[src/rtl/xlate_pkg.sv]
package xlate_pkg;

  typedef enum logic {
    REPL_FIFO   = 1'b0,
    REPL_RANDOM = 1'b1
  } replPolicy_t;

  // Strobes from control to the entry array
  typedef struct packed {
    logic flushAll;
    logic wrEn;
    logic dirtyEn;
  } xlateStrobe_t;

endpackage

[src/rtl/xlate_array.sv]
module xlate_array
  import xlate_pkg::*;
#(
  parameter int ENTRIES = 32,
  parameter int VPN_W   = 20,
  parameter int PPN_W   = 20,
  parameter int IDX_W   = $clog2(ENTRIES)
) (
  input  logic               clk,
  input  logic               rst_n,
  input  xlateStrobe_t       strobe,
  input  logic [IDX_W-1:0]   wrIdx,
  input  logic [IDX_W-1:0]   dirtyIdx,
  input  logic [VPN_W-1:0]   lookVpn,
  input  logic [VPN_W-1:0]   fillVpn,
  input  logic [PPN_W-1:0]   fillPpn,
  input  logic               fillRead,
  input  logic               fillWrite,
  input  logic               fillDirty,
  output logic [ENTRIES-1:0] lookMatch,
  output logic [ENTRIES-1:0] fillMatch,
  output logic [ENTRIES-1:0] validVec,
  output logic [PPN_W-1:0]   lookPpn,
  output logic               lookRead,
  output logic               lookWrite,
  output logic               lookDirty
);

  logic [VPN_W-1:0]   tagQ   [ENTRIES];
  logic [PPN_W-1:0]   ppnQ   [ENTRIES];
  logic [ENTRIES-1:0] readVec;
  logic [ENTRIES-1:0] writeVec;
  logic [ENTRIES-1:0] dirtyVec;

  for (genvar i = 0; i < ENTRIES; i++) begin : g_entry
    always_ff @(posedge clk) begin
      if (!rst_n) begin
        validVec[i] <= 1'b0;
        readVec[i]  <= 1'b0;
        writeVec[i] <= 1'b0;
        dirtyVec[i] <= 1'b0;
        tagQ[i]     <= '0;
        ppnQ[i]     <= '0;
      end else if (strobe.flushAll) begin
        validVec[i] <= 1'b0;
      end else if (strobe.wrEn && wrIdx == IDX_W'(i)) begin
        validVec[i] <= 1'b1;
        readVec[i]  <= fillRead;
        writeVec[i] <= fillWrite;
        dirtyVec[i] <= fillDirty;
        tagQ[i]     <= fillVpn;
        ppnQ[i]     <= fillPpn;
      end else if (strobe.dirtyEn && dirtyIdx == IDX_W'(i)) begin
        dirtyVec[i] <= 1'b1;
      end
    end

    assign lookMatch[i] = validVec[i] && (tagQ[i] == lookVpn);
    assign fillMatch[i] = validVec[i] && (tagQ[i] == fillVpn);
  end

  // OR-reduce the selected entry; at most one match exists
  always_comb begin
    lookPpn   = '0;
    lookRead  = 1'b0;
    lookWrite = 1'b0;
    lookDirty = 1'b0;
    for (int i = 0; i < ENTRIES; i++) begin
      lookPpn   = lookPpn | ({PPN_W{lookMatch[i]}} & ppnQ[i]);
      lookRead  = lookRead  | (lookMatch[i] & readVec[i]);
      lookWrite = lookWrite | (lookMatch[i] & writeVec[i]);
      lookDirty = lookDirty | (lookMatch[i] & dirtyVec[i]);
    end
  end

  // duplicate tags never arise, so a lookup matches at most one entry
  p_single_match_r6: assert property (@(posedge clk) disable iff (!rst_n)
    $onehot0(lookMatch));

  // flush leaves the array empty
  p_flush_empties_r8: assert property (@(posedge clk) disable iff (!rst_n)
    strobe.flushAll |=> (validVec == '0));

  // a fill is valid in the following cycle
  p_fill_lands_r11: assert property (@(posedge clk) disable iff (!rst_n)
    (strobe.wrEn && !strobe.flushAll) |=> validVec[$past(wrIdx)]);

  // a store hit marks its entry dirty
  p_dirty_set_r7: assert property (@(posedge clk) disable iff (!rst_n)
    (strobe.dirtyEn && !strobe.flushAll && !(strobe.wrEn && wrIdx == dirtyIdx))
      |=> dirtyVec[$past(dirtyIdx)]);

endmodule

[src/rtl/xlate_ctrl.sv]
module xlate_ctrl
  import xlate_pkg::*;
#(
  parameter int          ENTRIES = 32,
  parameter int          IDX_W   = $clog2(ENTRIES),
  parameter replPolicy_t POLICY  = REPL_FIFO
) (
  input  logic               clk,
  input  logic               rst_n,
  input  logic               flush,
  input  logic               lkValid,
  input  logic               lkStore,
  input  logic               fillValid,
  input  logic [ENTRIES-1:0] lookMatch,
  input  logic [ENTRIES-1:0] fillMatch,
  input  logic [ENTRIES-1:0] validVec,
  input  logic               lookDirty,
  output xlateStrobe_t       strobe,
  output logic [IDX_W-1:0]   wrIdx,
  output logic [IDX_W-1:0]   dirtyIdx,
  output logic               lookHit
);

  localparam int LFSR_W = 16;

  logic [IDX_W-1:0] hitIdx;
  logic [IDX_W-1:0] dupIdx;
  logic [IDX_W-1:0] freeIdx;
  logic [IDX_W-1:0] policyIdx;
  logic             anyFree;
  logic             dupHit;
  logic             usePolicy;

  always_comb begin
    hitIdx = '0;
    dupIdx = '0;
    for (int i = 0; i < ENTRIES; i++) begin
      if (lookMatch[i]) hitIdx = IDX_W'(i);
      if (fillMatch[i]) dupIdx = IDX_W'(i);
    end
  end

  // lowest-numbered free slot wins
  always_comb begin
    freeIdx = '0;
    anyFree = 1'b0;
    for (int i = ENTRIES - 1; i >= 0; i--) begin
      if (!validVec[i]) begin
        freeIdx = IDX_W'(i);
        anyFree = 1'b1;
      end
    end
  end

  assign dupHit    = |fillMatch;
  assign lookHit   = lkValid && (|lookMatch);
  assign usePolicy = fillValid && !flush && !dupHit && !anyFree;

  assign wrIdx    = dupHit ? dupIdx : (anyFree ? freeIdx : policyIdx);
  assign dirtyIdx = hitIdx;

  always_comb begin
    strobe.flushAll = flush;
    strobe.wrEn     = fillValid && !flush;
    strobe.dirtyEn  = lookHit && lkStore && !lookDirty && !flush;
  end

  if (POLICY == REPL_FIFO) begin : g_fifo
    logic [IDX_W-1:0] nextOut;
    always_ff @(posedge clk) begin
      if (!rst_n || flush) nextOut <= '0;
      else if (usePolicy)  nextOut <= nextOut + 1'b1;
    end
    assign policyIdx = nextOut;

    // each eviction moves the pointer by exactly one
    p_fifo_step_r5: assert property (@(posedge clk) disable iff (!rst_n)
      usePolicy |=> (nextOut == $past(nextOut) + 1'b1));
  end else begin : g_random
    logic [LFSR_W-1:0] lfsr;
    always_ff @(posedge clk) begin
      if (!rst_n) lfsr <= 16'hACE1;
      else        lfsr <= {1'b0, lfsr[LFSR_W-1:1]} ^ (lfsr[0] ? 16'hB400 : 16'h0000);
    end
    assign policyIdx = lfsr[IDX_W-1:0];
  end

  // a free slot is used before any valid entry is replaced
  p_fill_prefers_free_r4: assert property (@(posedge clk) disable iff (!rst_n)
    (fillValid && !flush && !dupHit && anyFree) |-> !validVec[wrIdx]);

endmodule

[src/rtl/page_xlate_cache.sv]
module page_xlate_cache
  import xlate_pkg::*;
#(
  parameter int          ENTRIES = 32,
  parameter int          VA_W    = 32,
  parameter int          PA_W    = 32,
  parameter int          OFS_W   = 12,
  parameter replPolicy_t POLICY  = REPL_FIFO
) (
  input  logic                  clk,
  input  logic                  rst_n,
  input  logic                  flush,
  input  logic                  lkValid,
  input  logic                  lkStore,
  input  logic [VA_W-1:0]       lkVaddr,
  output logic                  lkHit,
  output logic                  lkMiss,
  output logic [PA_W-1:0]       lkPaddr,
  output logic                  lkRead,
  output logic                  lkWrite,
  output logic                  lkDirty,
  input  logic                  fillValid,
  input  logic [VA_W-OFS_W-1:0] fillVpn,
  input  logic [PA_W-OFS_W-1:0] fillPpn,
  input  logic                  fillRead,
  input  logic                  fillWrite,
  input  logic                  fillDirty
);

  localparam int VPN_W = VA_W - OFS_W;
  localparam int PPN_W = PA_W - OFS_W;
  localparam int IDX_W = $clog2(ENTRIES);

  xlateStrobe_t       strobe;
  logic [IDX_W-1:0]   wrIdx;
  logic [IDX_W-1:0]   dirtyIdx;
  logic [ENTRIES-1:0] lookMatch;
  logic [ENTRIES-1:0] fillMatch;
  logic [ENTRIES-1:0] validVec;
  logic [PPN_W-1:0]   lookPpn;
  logic               lookRead;
  logic               lookWrite;
  logic               lookDirty;
  logic               lookHit;

  xlate_ctrl #(
    .ENTRIES(ENTRIES), .IDX_W(IDX_W), .POLICY(POLICY)
  ) ctrl (
    .clk(clk), .rst_n(rst_n), .flush(flush),
    .lkValid(lkValid), .lkStore(lkStore), .fillValid(fillValid),
    .lookMatch(lookMatch), .fillMatch(fillMatch), .validVec(validVec),
    .lookDirty(lookDirty), .strobe(strobe), .wrIdx(wrIdx),
    .dirtyIdx(dirtyIdx), .lookHit(lookHit)
  );

  xlate_array #(
    .ENTRIES(ENTRIES), .VPN_W(VPN_W), .PPN_W(PPN_W), .IDX_W(IDX_W)
  ) array (
    .clk(clk), .rst_n(rst_n), .strobe(strobe), .wrIdx(wrIdx),
    .dirtyIdx(dirtyIdx), .lookVpn(lkVaddr[VA_W-1:OFS_W]),
    .fillVpn(fillVpn), .fillPpn(fillPpn), .fillRead(fillRead),
    .fillWrite(fillWrite), .fillDirty(fillDirty),
    .lookMatch(lookMatch), .fillMatch(fillMatch), .validVec(validVec),
    .lookPpn(lookPpn), .lookRead(lookRead), .lookWrite(lookWrite),
    .lookDirty(lookDirty)
  );

  assign lkHit   = lookHit;
  assign lkMiss  = lkValid && !lookHit;
  assign lkPaddr = lookHit ? {lookPpn, lkVaddr[OFS_W-1:0]} : '0;
  assign lkRead  = lookHit && lookRead;
  assign lkWrite = lookHit && lookWrite;
  assign lkDirty = lookHit && lookDirty;

endmodule

[config.mk]
export PLATFORM = sky130hd
export DESIGN_NAME = page_xlate_cache
export DESIGN_NICKNAME = d
export VERILOG_FILES = /design/src/rtl/xlate_pkg.sv /design/src/rtl/xlate_array.sv /design/src/rtl/xlate_ctrl.sv /design/src/rtl/page_xlate_cache.sv
export SDC_FILE = /design/constraint.sdc
export NUM_CORES = 2
export LEC_CHECK = 0
export BUFFER_PORTS_ARGS = -buffer_cell sky130_fd_sc_hd__buf_2
export CAP_MARGIN = 20
export CORE_MARGIN = 2
export CORE_UTILIZATION = 55
export CTS_CLUSTER_DIAMETER = 100
export CTS_CLUSTER_SIZE = 40
export DETAILED_ROUTE_END_ITERATION = 8
export PLACE_DENSITY = 0.7
export REMOVE_ABC_BUFFERS = 1
export SLEW_MARGIN = 0
export SYNTH_ARGS = -nofsm -noshare
export SYNTH_HDL_FRONTEND = slang
export SYNTH_SLANG_ARGS = --single-unit
[constraint.sdc]
create_clock -name clk -period 7.05 [get_ports clk]
set_input_delay 0.3525 -clock clk [delete_from_list [all_inputs] [get_ports clk]]
set_output_delay 0.3525 -clock clk [all_outputs]
set_load 0.03 [all_outputs]
### Word level (Yosys, flattened, before mapping)

Memories as Yosys holds them, arrays and structs flattened.
Index checks and enable logic that the tools add are counted.
Widths: inputs -> output; s select.

| storage, ports and cells | value |
|---|---|
| flip-flop bits (word level) | 133 |
| RAM bits | 1,280 |
| input port bits | 81 |
| output and inout bits | 37 |
| logic and storage cells | 1,209 |
| memories | 2 |

| operators by class | value |
|---|---|
| $add $sub $neg | 1 |
| eq/ne operators | 126 |
| multiplexer cells | 386 |
| bitwise operators | 318 |
| reduce and logical (&&, ||, !) cells | 247 |

Memory list:

| memory | depth | bits a word | read ports | clocked after Yosys merged registers in | write ports | RTL line | source |
|---|---|---|---|---|---|---|---|
| array.ppnQ | 32 | 20 | 32 | 0 | 32 | xlate_array.sv:30 | `logic [PPN_W-1:0] ppnQ [ENTRIES];` |
| array.tagQ | 32 | 20 | 32 | 0 | 32 | xlate_array.sv:29 | `logic [VPN_W-1:0] tagQ [ENTRIES];` |

Operators with widths:

| kind | count |
|---|---|
| $eq 20x20->1 | 64 |
| $mux 20 | 64 |
| $and 20x20->20 | 32 |
| $or 20x20->20 | 31 |
| $mux 5 | 66 |
| $mux 1 | 227 |
| $eq 5x5->1 const B | 32 |
| $or 1x1->1 | 157 |
| $logic_and 1x1->1 | 139 |
| $reduce_and 2->1 | 64 |
| $and 1x1->1 | 96 |
| $eq 5x4->1 const B | 16 |
| $mux 4 | 16 |
| $reduce_bool 2->1 | 32 |
| $reduce_or 32->1 | 2 |
| $eq 5x3->1 const B | 8 |
| $mux 32 | 1 |
| $mux 3 | 8 |
| $eq 5x2->1 const B | 4 |
| $eq 5x1->1 const B | 2 |
| $logic_not 5->1 | 2 |
| $mux 2 | 4 |
| $logic_not 1->1 | 6 |
| $add 5x1->5 const B | 1 |
| 3 further kinds | 4 |

### Depth between registers and ports, before layout

An unclocked memory read counts as a cell.

| logic depth | value |
|---|---|
| word-level depth | 42 |
| depth in mapped cells | 21 |
| depth with buffers taken out | 12 |

### Hierarchy

A second synthesis with hierarchy kept.

| unflattened totals | value |
|---|---|
| cell total of the unflattened synthesis | 7,040 |
| area total of the unflattened synthesis | 78,461.5 µm² |

Modules (own cells, without submodules):

| module | instances | cells an instance | area an instance (µm²) | seq. area each (µm²) |
|---|---|---|---|---|
| xlate_array | 1 | 6,773 | 76,823.7 | 40,999.3 |
| xlate_ctrl | 1 | 228 | 1,351.3 | 100.1 |
| page_xlate_cache | 1 | 39 | 286.5 | 0.0 |

### Least setup slack after synthesis

Ideal clock, no wire load.

| path | value |
|---|---|
| kind | in2reg |
| start point | input port fillVpn[0] |
| end point | memory array.ppnQ[10][0] (netlist: array.ppnQ[0][200]), enable pin |
| library setup time | 493 ps |
| data arrival time | 6,034 ps |
| data required time | 6,557 ps |
| slack | 523 ps |
| cell stages on the path | 17 |
| path buffers | 7 |
| path through | buf_2 -> buf_6 -> buf_6 -> buf_6 -> xnor2_2 -> nand4_1 -> nor4_2 -> nand4_2 -> nor3b_1 -> a221oi_2 -> o2111a_1 -> o21ai_2 -> or3_1 -> buf_6 -> buf_8 -> buf_2 -> o21ai_0 |

RTL lines:

| item | RTL line | source |
|---|---|---|
| start, declared | page_xlate_cache.sv:23 | `input logic [VA_W-OFS_W-1:0] fillVpn,` |
| end, declared | xlate_array.sv:30 |  |

### Worst setup path after layout

| path | value |
|---|---|
| start point | input port lkVaddr[15] |
| end point | output port lkRead |

| on the way | value |
|---|---|
| longest elaborated chain between the ends | 35 |
| elaborated cells on any way between the ends | 130 |
| classes of those cells | eq/ne: 32; bitwise: 63; reduce/logical: 35 |

RTL lines:

| item | RTL line | source |
|---|---|---|
| start, declared | page_xlate_cache.sv:15 | `input logic [VA_W-1:0] lkVaddr,` |
| $eq 20x20->1 | xlate_array.sv:58 | `assign lookMatch[i] = validVec[i] && (tagQ[i] == lookVpn);` |
| $logic_and 1x1->1 | xlate_array.sv:58 |  |
| $and 1x1->1 | xlate_array.sv:70 | `lookRead = lookRead \| (lookMatch[i] & readVec[i]);` |
| $or 1x1->1 (31 in a row) | xlate_array.sv:70 |  |
| $logic_and 1x1->1 * | page_xlate_cache.sv:71 | `assign lkRead = lookHit && lookRead;` |
| end, declared | page_xlate_cache.sv:19 | `output logic lkRead,` |

Mark *: on every way between the ends. The rest lies on a longest branch, timed or not.

==> impl_metrics.yaml <==
layout:
  mostFrequentLayoutCells: "edfxtp_1, xnor2_1, and2_1"
  postLayoutCellArea_um2: 81800
  fin_util_pct: 58.8
  nets: 6624
  area_growth_pct: 6.66
  drive_gt1_share_pct: 10.9
  final.fill_count: 11500
  final_common_cell: "edfxtp_1"
timing:
  slew_headroom_pct: 18.1
  finalHoldViolCount: 0
  fin_setup_tns_ns: 0
  drv_slew: 0
  finClkSkew_ns: 0.0730
  fin_crit_sh_pct: 85.4
  worst_pin_slew_ns: 1.22
  setup_viol: 0
  rsz0062_at_grt: "no"
  hold_ws_ns: 0.0431
  finalCriticalPeriod_ns: 6.02
  max_freq_mhz: 166
worst_setup_path:
  cp_top_family: "simple AND/OR/NAND/NOR gates"
  crit_type: "input pin to output port"
  critPathCaptureType: "output port"
  startpoint_type: "input pin"
  path_cells: "buf_2 > buf_4 > xnor2_1 > nand4_1 > nor4_2 > and2_2 > nor4_1 > buf_2 > and3_1 > nand2_1 > nand2_2 > buf_4 > nor2_1 > buf_4 > buf_2"
  cp.required_ns: 6.70
  path_max_fanout: 23
  slowest_delay_ns: 0.93
  crit_buf_inv: 6
  slowest_stage: "nor4_2"
  cp.arrival_ns: 5.67
global_route:
  grtUsageMet1_pct: 60.5
  gr-usage-met3_pct: 12.5
  grt_pass1_vias: 56900
  antenna_found_initial: 27
  busiest_layer: "met2"
  grt_pass1_wl_um: 453000
  grtUsageMet2_pct: 66.8
  grt_max_degree: 183
  grt.overflow.total: 0
  grt_use_total_pct: 45.8
drt:
  final_antenna_net_count: 1
  totalWireLength_um: 332000
  drt-initial-drc-count: 10300
  vias: 60900
  wl_per_cell_um: 39.2
  firstDrtPassIters: 9
  drc: 0
  viasPerCell: 7.18
floorplanning:
  pin_count: 118
  die_h_um: 377
  die-area_um2: 142000
  rows: 137
  die_width_um: 377
  start_util_pct: 55.2
  core_area_um2: 139000
yosys:
  ys.flop_type: "edfxtp_1"
  synth_cell_types: 96
  netlist.area_leader.share_pct: 50.1
  yosys.area.top_type: "edfxtp_1"
  syn_inst: 6696
  syn_avg_cell_area_um2: 11.5
  synth_warnings: 0
  synth_seq_area_share_pct: 53.6
  synthTopCellsByArea: "edfxtp_1, xnor2_1, and2_1"
  async_flop_share_pct: 0
  synth_area_um2: 76700
  ys_seq_elements: 1413
  synth_edf_count: 1280
outcome:
  status: "finished with violations"
  violations: "antenna violations"
cts:
  cts_made_buffers: 52
  cts_setup_buffers: 0
  clock_latency_ns: 0.80
  cts_tree: "yes"
  cts-root-buf: "clkbuf_16"
  cts_sinks: 1413
  htree_levels: 2
  clock_path_buffers: 3
  clk_pin_slew_worst_paths_ns: 0.15
  cts_resized: 0
  cts_hold_buf: 0
pwr:
  p_leak_nw: 27.8
  p_per_area_nw_per_um2: 196
  vdd_drop_max_mv: 0.199
placement:
  place_area_um2: 79900
  gp_congestion: 1.05
  port-buffer-count: 117
  hpwlAfterDp_um: 213000
worst_hold_path:
  hp-class: "input pin to flop"
run:
  cap_viol_max_count: 0
[worst register-to-register path: cells and delay by family, from the launching register on]
kind,cells,cell delay (ns)
AND/OR/NAND/NOR,10,2.63
buffers and inverters,3,1.31
XOR/XNOR,1,0.32
multiplexers,1,0.64
flip-flops,1,0.52
[through the flow]
| step | setup WS [ns] | total power, mW | cells |
|---|---|---|---|
| finish | 1.03 | 16.0 | 8473 |
| global route | 1.03 | 16.3 | 8462 |
| detailed placement | 0.873 | 11.6 | 8360 |
| global placement | 0.885 | 11.6 | 8357 |
| floorplan | -7.83 | 10.6 | 6046 |
| CTS | 1.31 | 15.9 | 8458 |
[cells in the mapped netlist, drive strengths merged, types with 100 or more instances]
master	n
edfxtp	1280
xnor2	1033
and2	764
nor4	430
nand4	359
clkbuf	351
buf	297
and3	282
xor2	248
nand3	201
nor2	186
nand2	141
a221oi	136
dfxtp	133
a22o	132
nor3	122
a21oi	100
[layout make-up]
type	instances	area, um^2	area share [%]
tap	1876	2350	2.87
clock inverter	33	455	0.557
timing repair buffer	442	3710	4.53
clock buffer	65	1380	1.69
antenna	11	27.5	0.0337
inverter	32	120	0.147
multi-input combinational	4601	32700	39.9
sequential	1413	41100	50.3
[state kept, by name, summed over array words and instances, names as in the netlist]
register / count
array.dirtyVec: 32
array.ppnQ: 640
array.readVec: 32
array.tagQ: 640
array.validVec: 32
array.writeVec: 32
ctrl.g_fifo.nextOut: 5
[final timing paths]
check | from | to | slack (ns) | cells past startpoint
max reg2reg | array.tagQ[16][0] | array.ppnQ[0][308] | 1.39 | 15
max | lkVaddr[15] | lkRead | 1.03 | 15
min reg2reg | array.writeVec[29] | array.writeVec[29] | 0.47 | 2
min | fillWrite | array.writeVec[10] | 0.04 | 3
[power by group]
| part | internal (mW) | switching (mW) |
|---|---|---|
| combinational | 0.595 | 1.27 |
| clock | 1.58 | 2.98 |
| sequential | 9.40 | 0.202 |
| total | 11.6 | 4.46 |
[cells by family (layout without fill, tap and decap cells)]
group | Yosys count | after routing | share of synthesized area, %
AND/OR/NAND/NOR | 2663 | 2663 | 20.7
flip-flops | 1413 | 1413 | 53.6
XOR/XNOR | 1281 | 1281 | 14.7
buffers and inverters | 682 | 572 | 4.49
AO/OA/AOI/OAI | 629 | 629 | 6.18
multiplexers | 27 | 27 | 0.370
adder cells (fa/ha/maj) | 1 | 1 | 0.0163
other | 0 | 11 | 0
[layer usage]
layer | wire length (um) | vias up
li1 | - | 24200
met1 | 118000 | 29900
met2 | 140000 | 5435
met3 | 48700 | 1301
met4 | 25900 | 14
met5 | 92 | -
(Power assumes the default switching activity.)
